==> src/rtl/tsense_pkg.sv <==
package tsense_pkg;

  typedef enum logic [2:0] {
    ST_OFF,
    ST_PRE,
    ST_PWRUP,
    ST_SETUP,
    ST_READY,
    ST_RUN,
    ST_WAIT
  } seq_state_e;

  typedef struct packed {
    logic pd;
    logic rstn;
    logic run;
  } pins_t;

  function automatic pins_t pins_for(seq_state_e s);
    pins_t p;
    case (s)
      ST_OFF:   p = '{pd: 1'b1, rstn: 1'b0, run: 1'b0};
      ST_PRE:   p = '{pd: 1'b1, rstn: 1'b0, run: 1'b0};
      ST_PWRUP: p = '{pd: 1'b0, rstn: 1'b0, run: 1'b0};
      ST_SETUP: p = '{pd: 1'b0, rstn: 1'b1, run: 1'b0};
      ST_READY: p = '{pd: 1'b0, rstn: 1'b1, run: 1'b0};
      ST_RUN:   p = '{pd: 1'b0, rstn: 1'b1, run: 1'b1};
      ST_WAIT:  p = '{pd: 1'b0, rstn: 1'b1, run: 1'b0};
      default:  p = '{pd: 1'b1, rstn: 1'b0, run: 1'b0};
    endcase
    return p;
  endfunction

  function automatic int imax(int a, int b);
    return (a > b) ? a : b;
  endfunction

endpackage

==> src/rtl/tsense_timer.sv <==
module tsense_timer #(
  parameter int W = 8
) (
  input  logic         clk,
  input  logic         rst,
  input  logic         load,
  input  logic [W-1:0] load_val,
  output logic         zero
);
  logic [W-1:0] cnt;

  always_ff @(posedge clk) begin
    if (rst)              cnt <= '0;
    else if (load)        cnt <= load_val;
    else if (cnt != '0)   cnt <= cnt - W'(1);
  end

  assign zero = (cnt == '0);

  // an expired interval stays expired until reloaded
  assert_cnt_stops_R5: assert property (@(posedge clk) disable iff (rst)
    (!load && zero) |=> zero);

endmodule

==> src/rtl/tsense_capture.sv <==
module tsense_capture #(
  parameter int W = 12
) (
  input  logic         clk,
  input  logic         rst,
  input  logic         take,
  input  logic [W-1:0] code_in,
  output logic [W-1:0] code_q
);
  always_ff @(posedge clk) begin
    if (rst)       code_q <= '0;
    else if (take) code_q <= code_in;
  end

  // the latched code only moves on a capture
  assert_code_hold_R4: assert property (@(posedge clk) disable iff (rst)
    !$past(take) |-> $stable(code_q));

endmodule

==> src/rtl/tsense_seq.sv <==
module tsense_seq
  import tsense_pkg::*;
#(
  parameter int CLK_MHZ = 100,
  parameter int PRE_US  = 1,
  parameter int PU_US   = 60,
  parameter int SU_US   = 1,
  parameter int RUN_US  = 1,
  parameter int TO_US   = 10000,
  parameter int CODE_W  = 12
) (
  input  logic              clk,
  input  logic              rst,
  input  logic              en_cmd,
  input  logic              dis_cmd,
  input  logic              rd_req,
  input  logic              done_i,
  input  logic [CODE_W-1:0] code_i,
  output logic              pd_o,
  output logic              rstn_o,
  output logic              run_o,
  output logic              enabled_o,
  output logic              busy_o,
  output logic              valid_o,
  output logic [CODE_W-1:0] code_o,
  output logic              timeout_o,
  output logic              noen_err_o
);
  localparam int PRE_CYC = PRE_US * CLK_MHZ;
  localparam int PU_CYC  = PU_US  * CLK_MHZ;
  localparam int SU_CYC  = SU_US  * CLK_MHZ;
  localparam int RUN_CYC = RUN_US * CLK_MHZ;
  localparam int TO_CYC  = TO_US  * CLK_MHZ;
  localparam int MAX_CYC = imax(imax(imax(PRE_CYC, PU_CYC), imax(SU_CYC, RUN_CYC)), TO_CYC);
  localparam int CNT_W   = $clog2(MAX_CYC + 1);

  seq_state_e       state, nxt;
  logic             dis_pend, dis_pend_n;
  logic             take, to_hit, noen;
  logic             load, zero;
  logic [CNT_W-1:0] load_val;
  pins_t            pn;

  // next-state and command handling
  always_comb begin
    nxt        = state;
    dis_pend_n = dis_pend;
    take       = 1'b0;
    to_hit     = 1'b0;
    noen       = 1'b0;
    case (state)
      ST_OFF: begin
        if (rd_req) noen = 1'b1;
        if (en_cmd && !dis_cmd) nxt = ST_PRE;
      end
      ST_PRE:   if (zero) nxt = ST_PWRUP;
      ST_PWRUP: if (zero) nxt = ST_SETUP;
      ST_SETUP: if (zero) nxt = ST_READY;
      ST_READY: begin
        if (dis_cmd || dis_pend) begin
          nxt = ST_OFF;
          if (rd_req) noen = 1'b1;
        end else if (rd_req) begin
          nxt = ST_RUN;
        end
      end
      ST_RUN:   if (zero) nxt = ST_WAIT;
      ST_WAIT: begin
        if (done_i) begin
          take = 1'b1;
          nxt  = ST_READY;
        end else if (zero) begin
          to_hit = 1'b1;
          nxt    = ST_READY;
        end
      end
      default: nxt = ST_OFF;
    endcase
    if (state inside {ST_PRE, ST_PWRUP, ST_SETUP, ST_RUN, ST_WAIT}) begin
      if (dis_cmd)     dis_pend_n = 1'b1;
      else if (en_cmd) dis_pend_n = 1'b0;
    end
    if (nxt == ST_OFF) dis_pend_n = 1'b0;
  end

  // interval length for the state being entered
  always_comb begin
    load = (nxt != state);
    case (nxt)
      ST_PRE:   load_val = CNT_W'(PRE_CYC - 1);
      ST_PWRUP: load_val = CNT_W'(PU_CYC - 1);
      ST_SETUP: load_val = CNT_W'(SU_CYC - 1);
      ST_RUN:   load_val = CNT_W'(RUN_CYC - 1);
      ST_WAIT:  load_val = CNT_W'(TO_CYC - 1);
      default:  load_val = '0;
    endcase
  end

  tsense_timer #(.W(CNT_W)) u_timer (
    .clk      (clk),
    .rst      (rst),
    .load     (load),
    .load_val (load_val),
    .zero     (zero)
  );

  tsense_capture #(.W(CODE_W)) u_capture (
    .clk     (clk),
    .rst     (rst),
    .take    (take),
    .code_in (code_i),
    .code_q  (code_o)
  );

  assign pn = pins_for(nxt);

  always_ff @(posedge clk) begin
    if (rst) begin
      state      <= ST_OFF;
      dis_pend   <= 1'b0;
      pd_o       <= 1'b1;
      rstn_o     <= 1'b0;
      run_o      <= 1'b0;
      enabled_o  <= 1'b0;
      busy_o     <= 1'b0;
      valid_o    <= 1'b0;
      timeout_o  <= 1'b0;
      noen_err_o <= 1'b0;
    end else begin
      state      <= nxt;
      dis_pend   <= dis_pend_n;
      pd_o       <= pn.pd;
      rstn_o     <= pn.rstn;
      run_o      <= pn.run;
      enabled_o  <= (nxt inside {ST_READY, ST_RUN, ST_WAIT});
      busy_o     <= (nxt inside {ST_PRE, ST_PWRUP, ST_SETUP, ST_RUN, ST_WAIT});
      valid_o    <= take;
      timeout_o  <= to_hit;
      noen_err_o <= noen;
    end
  end

  // run only on a powered, released core
  assert_run_gated_R3: assert property (@(posedge clk) disable iff (rst)
    run_o |-> (rstn_o && !pd_o));
  // result pulses are mutually exclusive
  assert_one_flag_R5: assert property (@(posedge clk) disable iff (rst)
    $onehot0({valid_o, timeout_o, noen_err_o}));
  // valid lasts a single cycle
  assert_valid_single_R4: assert property (@(posedge clk) disable iff (rst)
    valid_o |=> !valid_o);
  // not-enabled errors only come with the core powered down
  assert_noen_off_R6: assert property (@(posedge clk) disable iff (rst)
    noen_err_o |-> (pd_o && !enabled_o));
  // reset is released only after power-down was already low
  assert_reset_release_R2: assert property (@(posedge clk) disable iff (rst)
    $rose(rstn_o) |-> $past(!pd_o));
  // enabled implies powered and out of reset
  assert_ready_pins_R7: assert property (@(posedge clk) disable iff (rst)
    enabled_o |-> (!pd_o && rstn_o));

endmodule

==> config.mk <==
export PLATFORM = sky130hd
export DESIGN_NAME = tsense_seq
export DESIGN_NICKNAME = d
export VERILOG_FILES = /design/src/rtl/tsense_pkg.sv /design/src/rtl/tsense_timer.sv /design/src/rtl/tsense_capture.sv /design/src/rtl/tsense_seq.sv
export SDC_FILE = /design/constraint.sdc
export NUM_CORES = 1
export LEC_CHECK = 0
export ABC_AREA = 1
export BUFFER_PORTS_ARGS = -buffer_cell sky130_fd_sc_hd__buf_2
export CORE_MARGIN = 10
export CORE_UTILIZATION = 51
export DETAILED_ROUTE_END_ITERATION = 10
export PLACE_DENSITY = 0.82
export SYNTH_ARGS = -nofsm -noshare
export SYNTH_HDL_FRONTEND = slang
export SYNTH_HIERARCHICAL = 1
export SYNTH_SLANG_ARGS = --single-unit
export TNS_END_PERCENT = 5
==> constraint.sdc <==
create_clock -name clk -period 2.7 [get_ports clk]
set_input_delay 0.27 -clock clk [delete_from_list [all_inputs] [get_ports clk]]
set_output_delay 0.27 -clock clk [all_outputs]
set_load 0.03 [all_outputs]
# ---- After elaboration in Yosys (flattened, before gate mapping)
# Cells that the tools add are included.
dict set report op_classes {
  n_eq_ne 13
  muxes 21
  reduce_logical 17
  n_bitwise 1
  n_addsub 1
}
# cell n
set ops {}
lappend ops {{$pmux 20 s3} 1}
lappend ops {{$mux 20} 2}
lappend ops {{$mux 3} 8}
lappend ops {{$pmux 3 s7} 1}
lappend ops {{$logic_not 20->1} 1}
lappend ops {{$reduce_bool 20->1} 1}
lappend ops {{$sub 20x1->20 const B} 1}
lappend ops {{$eq 3x3->1 const B} 6}
lappend ops {{$eq 3x2->1 const B} 4}
lappend ops {{$reduce_bool 5->1} 2}
lappend ops {{$pmux 3 s3} 1}
lappend ops {{$reduce_or 3->1} 3}
lappend ops {{$mux 1} 7}
lappend ops {{$eq 3x1->1 const B} 2}
lappend ops {{$logic_not 3->1} 2}
lappend ops {{$reduce_bool 2->1} 2}
lappend ops {{$ne 3x3->1} 1}
lappend ops {{$reduce_bool 3->1} 1}
lappend ops {{$pmux 1 s2} 1}
lappend ops {{$reduce_and 2->1} 1}
lappend ops {{$reduce_or 2->1} 1}
lappend ops {{$logic_and 1x1->1} 1}
lappend ops {{$logic_not 1->1} 1}
lappend ops {{$logic_or 1x1->1} 1}
lappend ops {{$not 1->1} 1}
dict set report totals {
  in_bits 18
  register_bits 44
  out_inout_bits 20
}

# ---- Longest topological paths before layout
dict set report depth {
  depth_word 8
  depth_mapped 21
  mapped_depth_nobuf 20
}

# ---- Cells and area by module
# Netlist, hierarchy kept.
# module seq_area_each_um2 n_inst cells_per_inst area_per_inst_um2
set modules_own_cells {}
lappend modules_own_cells {tsense_timer 400.4 1 194 1353.8}
lappend modules_own_cells {tsense_seq 240.2 1 98 686.9}
lappend modules_own_cells {tsense_capture 240.2 1 76 496.7}

# ---- Worst setup path after synthesis
# Ideal clock, no wire load.
dict set report synth_path {
  path_type {register to register}
  start {register u_timer.cnt[0]}
  end {register u_timer.cnt[17]}
  required_time_ps 2630
  path_stages_with_launch 19
  arrival_time_ps 2230
  synth_period_minus_slack_ps 2300
  path_buffers 2
  path_slack_ps 400
  path_cell_list {dfxtp_1 > inv_1 > ha_1 > nand2_2 > nor2_4 > nand3_4 > inv_1 > nand3_1 > nand2_1 > nand2_1 > inv_2 > nand2_1 > nand2_1 > inv_1 > nand3_1 > buf_2 > buf_1 > nand2_1 > a21oi_2}
}
# element line
set synth_rtl {}
lappend synth_rtl {{from (decl)} tsense_timer.sv:10} ;# logic [W-1:0] cnt;
lappend synth_rtl {{from (signal assigned)} tsense_timer.sv:14} ;# else if (load) cnt <= load_val;
lappend synth_rtl {{from (signal assigned)} tsense_timer.sv:15} ;# else if (cnt != '0) cnt <= cnt - W'(1);
lappend synth_rtl {{$logic_not 20->1 *} tsense_timer.sv:18} ;# assign zero = (cnt == '0);
lappend synth_rtl {{named net zero} tsense_seq.sv:40} ;# logic load, zero;
lappend synth_rtl {{$mux 3} {tsense_seq.sv:58, tsense_seq.sv:72}}
lappend synth_rtl {{$mux 3} tsense_seq.sv:69} ;# if (done_i) begin
lappend synth_rtl {{$pmux 3 s7 *} tsense_seq.sv:51} ;# case (state)
lappend synth_rtl {{$ne 3x3->1 *} tsense_seq.sv:88} ;# load = (nxt != state);
lappend synth_rtl {{named net load} tsense_seq.sv:40}
lappend synth_rtl {{$mux 20 or $reduce_bool 2->1 (tied branches)} n/a}
# Mark *: on every way through the listed nets, which the timed path passes. The rest lies on a longest branch. The select of a mux whose other input is x is not followed.
# A chain may end at the register's enable or synchronous reset.

# ---- Final worst setup path
dict set report layout_path {
  start {register u_timer.cnt[0]}
  end {register u_timer.cnt[1]}
}
# The elaborated chain is that of the path after synthesis.

==> results.json <==
{
  "worst-slew-pin-transition_ns": 0.600,
  "seqCellArea_um2": 881,
  "async_flop_share_pct": 0,
  "synth_mux_area_share_pct": 0,
  "rsz0062_at_grt": "false",
  "multi_input_area_um2": 1420,
  "place_area_um2": 2760,
  "seq_power_share_pct": 25.7,
  "grt-ovfl-total": 0,
  "cp.depth": 18,
  "yosysWarnings": 6,
  "power_leakage_nw": 1.40,
  "layout_min_cycle_time_ns": 2.49,
  "end_kind": "flop",
  "grt.total_usage_pct": 13.8,
  "cpMaxStageDelayCell": "dfxtp_1",
  "avgSynthCellArea_um2": 6.90,
  "grt_max_degree": 26,
  "crit_type": "flop to flop",
  "cpPeakStageDelay_ns": 0.32,
  "design_area_um2": 2880,
  "crit_chain": "inv_1, ha_1, nand2_2, nor2_4, nand3_4, clkinvlp_4, inv_1, nand4_1, o21ai_0, nor2_4, nand2_1, nand3_1, buf_6, nor2_1, a21oi_1, nand2_1, nand2_1, nor2_1",
  "switchingPower_mw": 1.78,
  "fin_tns_setup_ns": 0,
  "die_area_um2": 8200,
  "synth-compound-area-share_pct": 6.95,
  "maxSlewHeadroom_pct": 60.0,
  "required_ns": 2.90,
  "ff2ff_setup_slack_ns": 0.21,
  "hold_viol": 0,
  "cts_tree": "built",
  "cp_max_fo": 20,
  "die_x_um": 90.5,
  "synthFlopType": "dfxtp_1",
  "slew_viol_final": 0,
  "layout-drive-gt1-share_pct": 26.4,
  "synth.ff_latch_count": 44,
  "core_area_um2": 4790,
  "diodes": 0,
  "maxCapViolCount": 0,
  "cts_buffers": 5,
  "fp-row-count": 25,
  "ant_nets": 0,
  "holdPathStages": 2,
  "synth_top_family_by_area": "simple AND/OR/NAND/NOR gates",
  "antenna_found_initial": 0,
  "rr_worst_depth": 18,
  "holdWs_ns": 0.141,
  "post_cts_buffers": 0,
  "status": "complete, no violations",
  "max_clock_freq_mhz": 402,
  "use_met3_pct": 3.08,
  "critical-path-top-delay-family": "simple AND/OR/NAND/NOR gates",
  "worstSkewPairLatency_ns": 0.30,
  "synth_cells": 368,
  "root_buffer": "clkbuf_8",
  "grt_pass1_vias": 2245,
  "finalCritPeriodShare_pct": 92.1,
  "drt-initial-drc-count": 164,
  "numClockSinks": 44,
  "power.internal_mw": 1.80,
  "ir_drop_uv": 831,
  "routed_wl_um": 5560,
  "hp-class": "primary input to flop",
  "die_h_um": 90.5,
  "synth_xor_area_share_pct": 4.14,
  "initial_utilization_pct": 53.0,
  "htree_num_levels": 2,
  "yosys.area_share.simple_pct": 42.8,
  "area_delta_synth_final_pct": 13.7,
  "power_density_nw_per_um2": 1240,
  "post-route-drc-count": 0,
  "pwr-share-clk_pct": 14.0,
  "cts_buffer_depth": 2,
  "syn_area_um2": 2540,
  "io_pins": 38,
  "place_inst": 468,
  "met1_usage_pct": 15.4,
  "port_buffers": 37,
  "worst-path-buf-inv": 4,
  "cpMostUsedCell": "nand2_1",
  "use_met2_pct": 25.1,
  "fin_skew_ns": 0.00432,
  "seq_area_frac_synth_pct": 34.7,
  "place_congestion": 0.921,
  "drt_pass1_iterations": 4,
  "yosysUniqueCellTypes": 33,
  "worstPathArrival_ns": 2.68,
  "wl_per_cell_um": 11.7,
  "setup_viol": 0,
  "fin_cells": 476,
  "viasPerCell": 4.85,
  "nets": 428,
  "critPathLaunchType": "flop",
  "synth_fa_ha_area_share_pct": 0.986,
  "synth_edf_count": 0,
  "routed-via-count": 2310,
  "clk_pin_slew_ns": 0.08,
  "fill_cells": 416,
  "combPwrFrac_pct": 60.3,
  "swShare_pct": 49.6,
  "hpwl_um": 4140,
  "top_usage_layer": "met2",
  "grt_pass1_wl_um": 9780
}
==> path summary, 6_finish.rpt <==
kind | start | to
worst max-delay path | u_timer/cnt[0] | u_timer/cnt[1]
worst min-delay path | done_i | timeout_o
worst max register to register | u_timer/cnt[0] | u_timer/cnt[1]
worst min register to register | u_capture/code_q[5] | u_capture/code_q[5]
==> Yosys cell counts, types with 2 or more instances <==
| cell type | instances | area (um^2) |
|---|---|---|
| nor2_1 | 59 | 221 |
| xnor2_1 | 5 | 43.8 |
| nand2_2 | 17 | 106 |
| nand3_4 | 2 | 35.0 |
| nor2_4 | 5 | 56.3 |
| buf_6 | 3 | 33.8 |
| buf_2 | 3 | 15.0 |
| nand2_1 | 99 | 372 |
| xor2_1 | 7 | 61.3 |
| dfxtp_1 | 44 | 881 |
| inv_2 | 5 | 18.8 |
| ha_1 | 2 | 25.0 |
| nor3_1 | 3 | 15.0 |
| o21ai_0 | 4 | 20.0 |
| nand3b_1 | 2 | 15.0 |
| nor2_2 | 9 | 56.3 |
| nand4_1 | 8 | 50.1 |
| nand3_1 | 15 | 75.1 |
| nand3_2 | 4 | 40.0 |
| a21oi_2 | 11 | 96.3 |
| inv_1 | 38 | 143 |
| a21oi_1 | 12 | 60.1 |
==> layout make-up <==
type | instances | area share (%)
multi-input cells | 272 | 49.1
flip-flops and latches | 44 | 30.5
repair buffers | 41 | 7.59
inverters | 44 | 6.03
well taps | 67 | 2.91
clock buffers | 5 | 2.39
clock inverters | 3 | 1.48
==> power by group through the flow <==
stage | logic (mW) | clock network (mW) | registers [mW]
2_1_floorplan | 1.81 | 0 | 0.911
3_3_place_gp | 2.04 | 0 | 0.927
3_5_place_dp | 2.09 | 0 | 0.931
4_1_cts | 2.11 | 0.511 | 0.918
5_1_grt | 2.43 | 0.540 | 0.936
6_report | 2.16 | 0.501 | 0.920
==> cell usage in the layout (no fill, tap or decap), drive strengths merged, types with 7 or more instances in the layout <==
cell,count
nand2,117
nor2,74
dfxtp,44
inv,43
buf,41
a21oi,23
nand3,21
nand4,8
xor2,7
==> repair_timing <==
action,4_1_cts,5_1_grt
gates resized for setup,0,6
hold buffers,0,0
setup endpoints to repair,0,18
==> cells by family after synthesis <==
family	count (synthesis)
AO/OA/AOI/OAI	27
AND/OR/NAND/NOR	227
flip-flops	44
XOR/XNOR	12
buffers and inverters	55
adder cells (fa/ha/maj)	2
other	1
==> per-layer routing <==
metal	part of all wire, %	vias to the layer above
li1	-	1213
met4	0.77	0
met1	42	1037
met3	4.5	6
met5	0	-
met2	52	54
==> metrics by stage <==
step	setup slack (ns)	utilization [%]	power, mW
5_1_grt	0.0233	60.3	3.90
2_1_floorplan	0.400	-	2.72
4_1_cts	0.165	59.9	3.54
6_report	0.212	60.3	3.58
3_5_place_dp	0.223	57.6	3.02
3_3_place_gp	0.368	57.6	2.97
==> registers in the layout, summed over array words and instances (netlist names) <==
register / count
busy_o: 1
dis_pend: 1
enabled_o: 1
noen_err_o: 1
pd_o: 1
rstn_o: 1
run_o: 1
state: 3
timeout_o: 1
u_capture/code_q: 12
u_timer/cnt: 20
valid_o: 1
(Power assumes the default switching activity.)
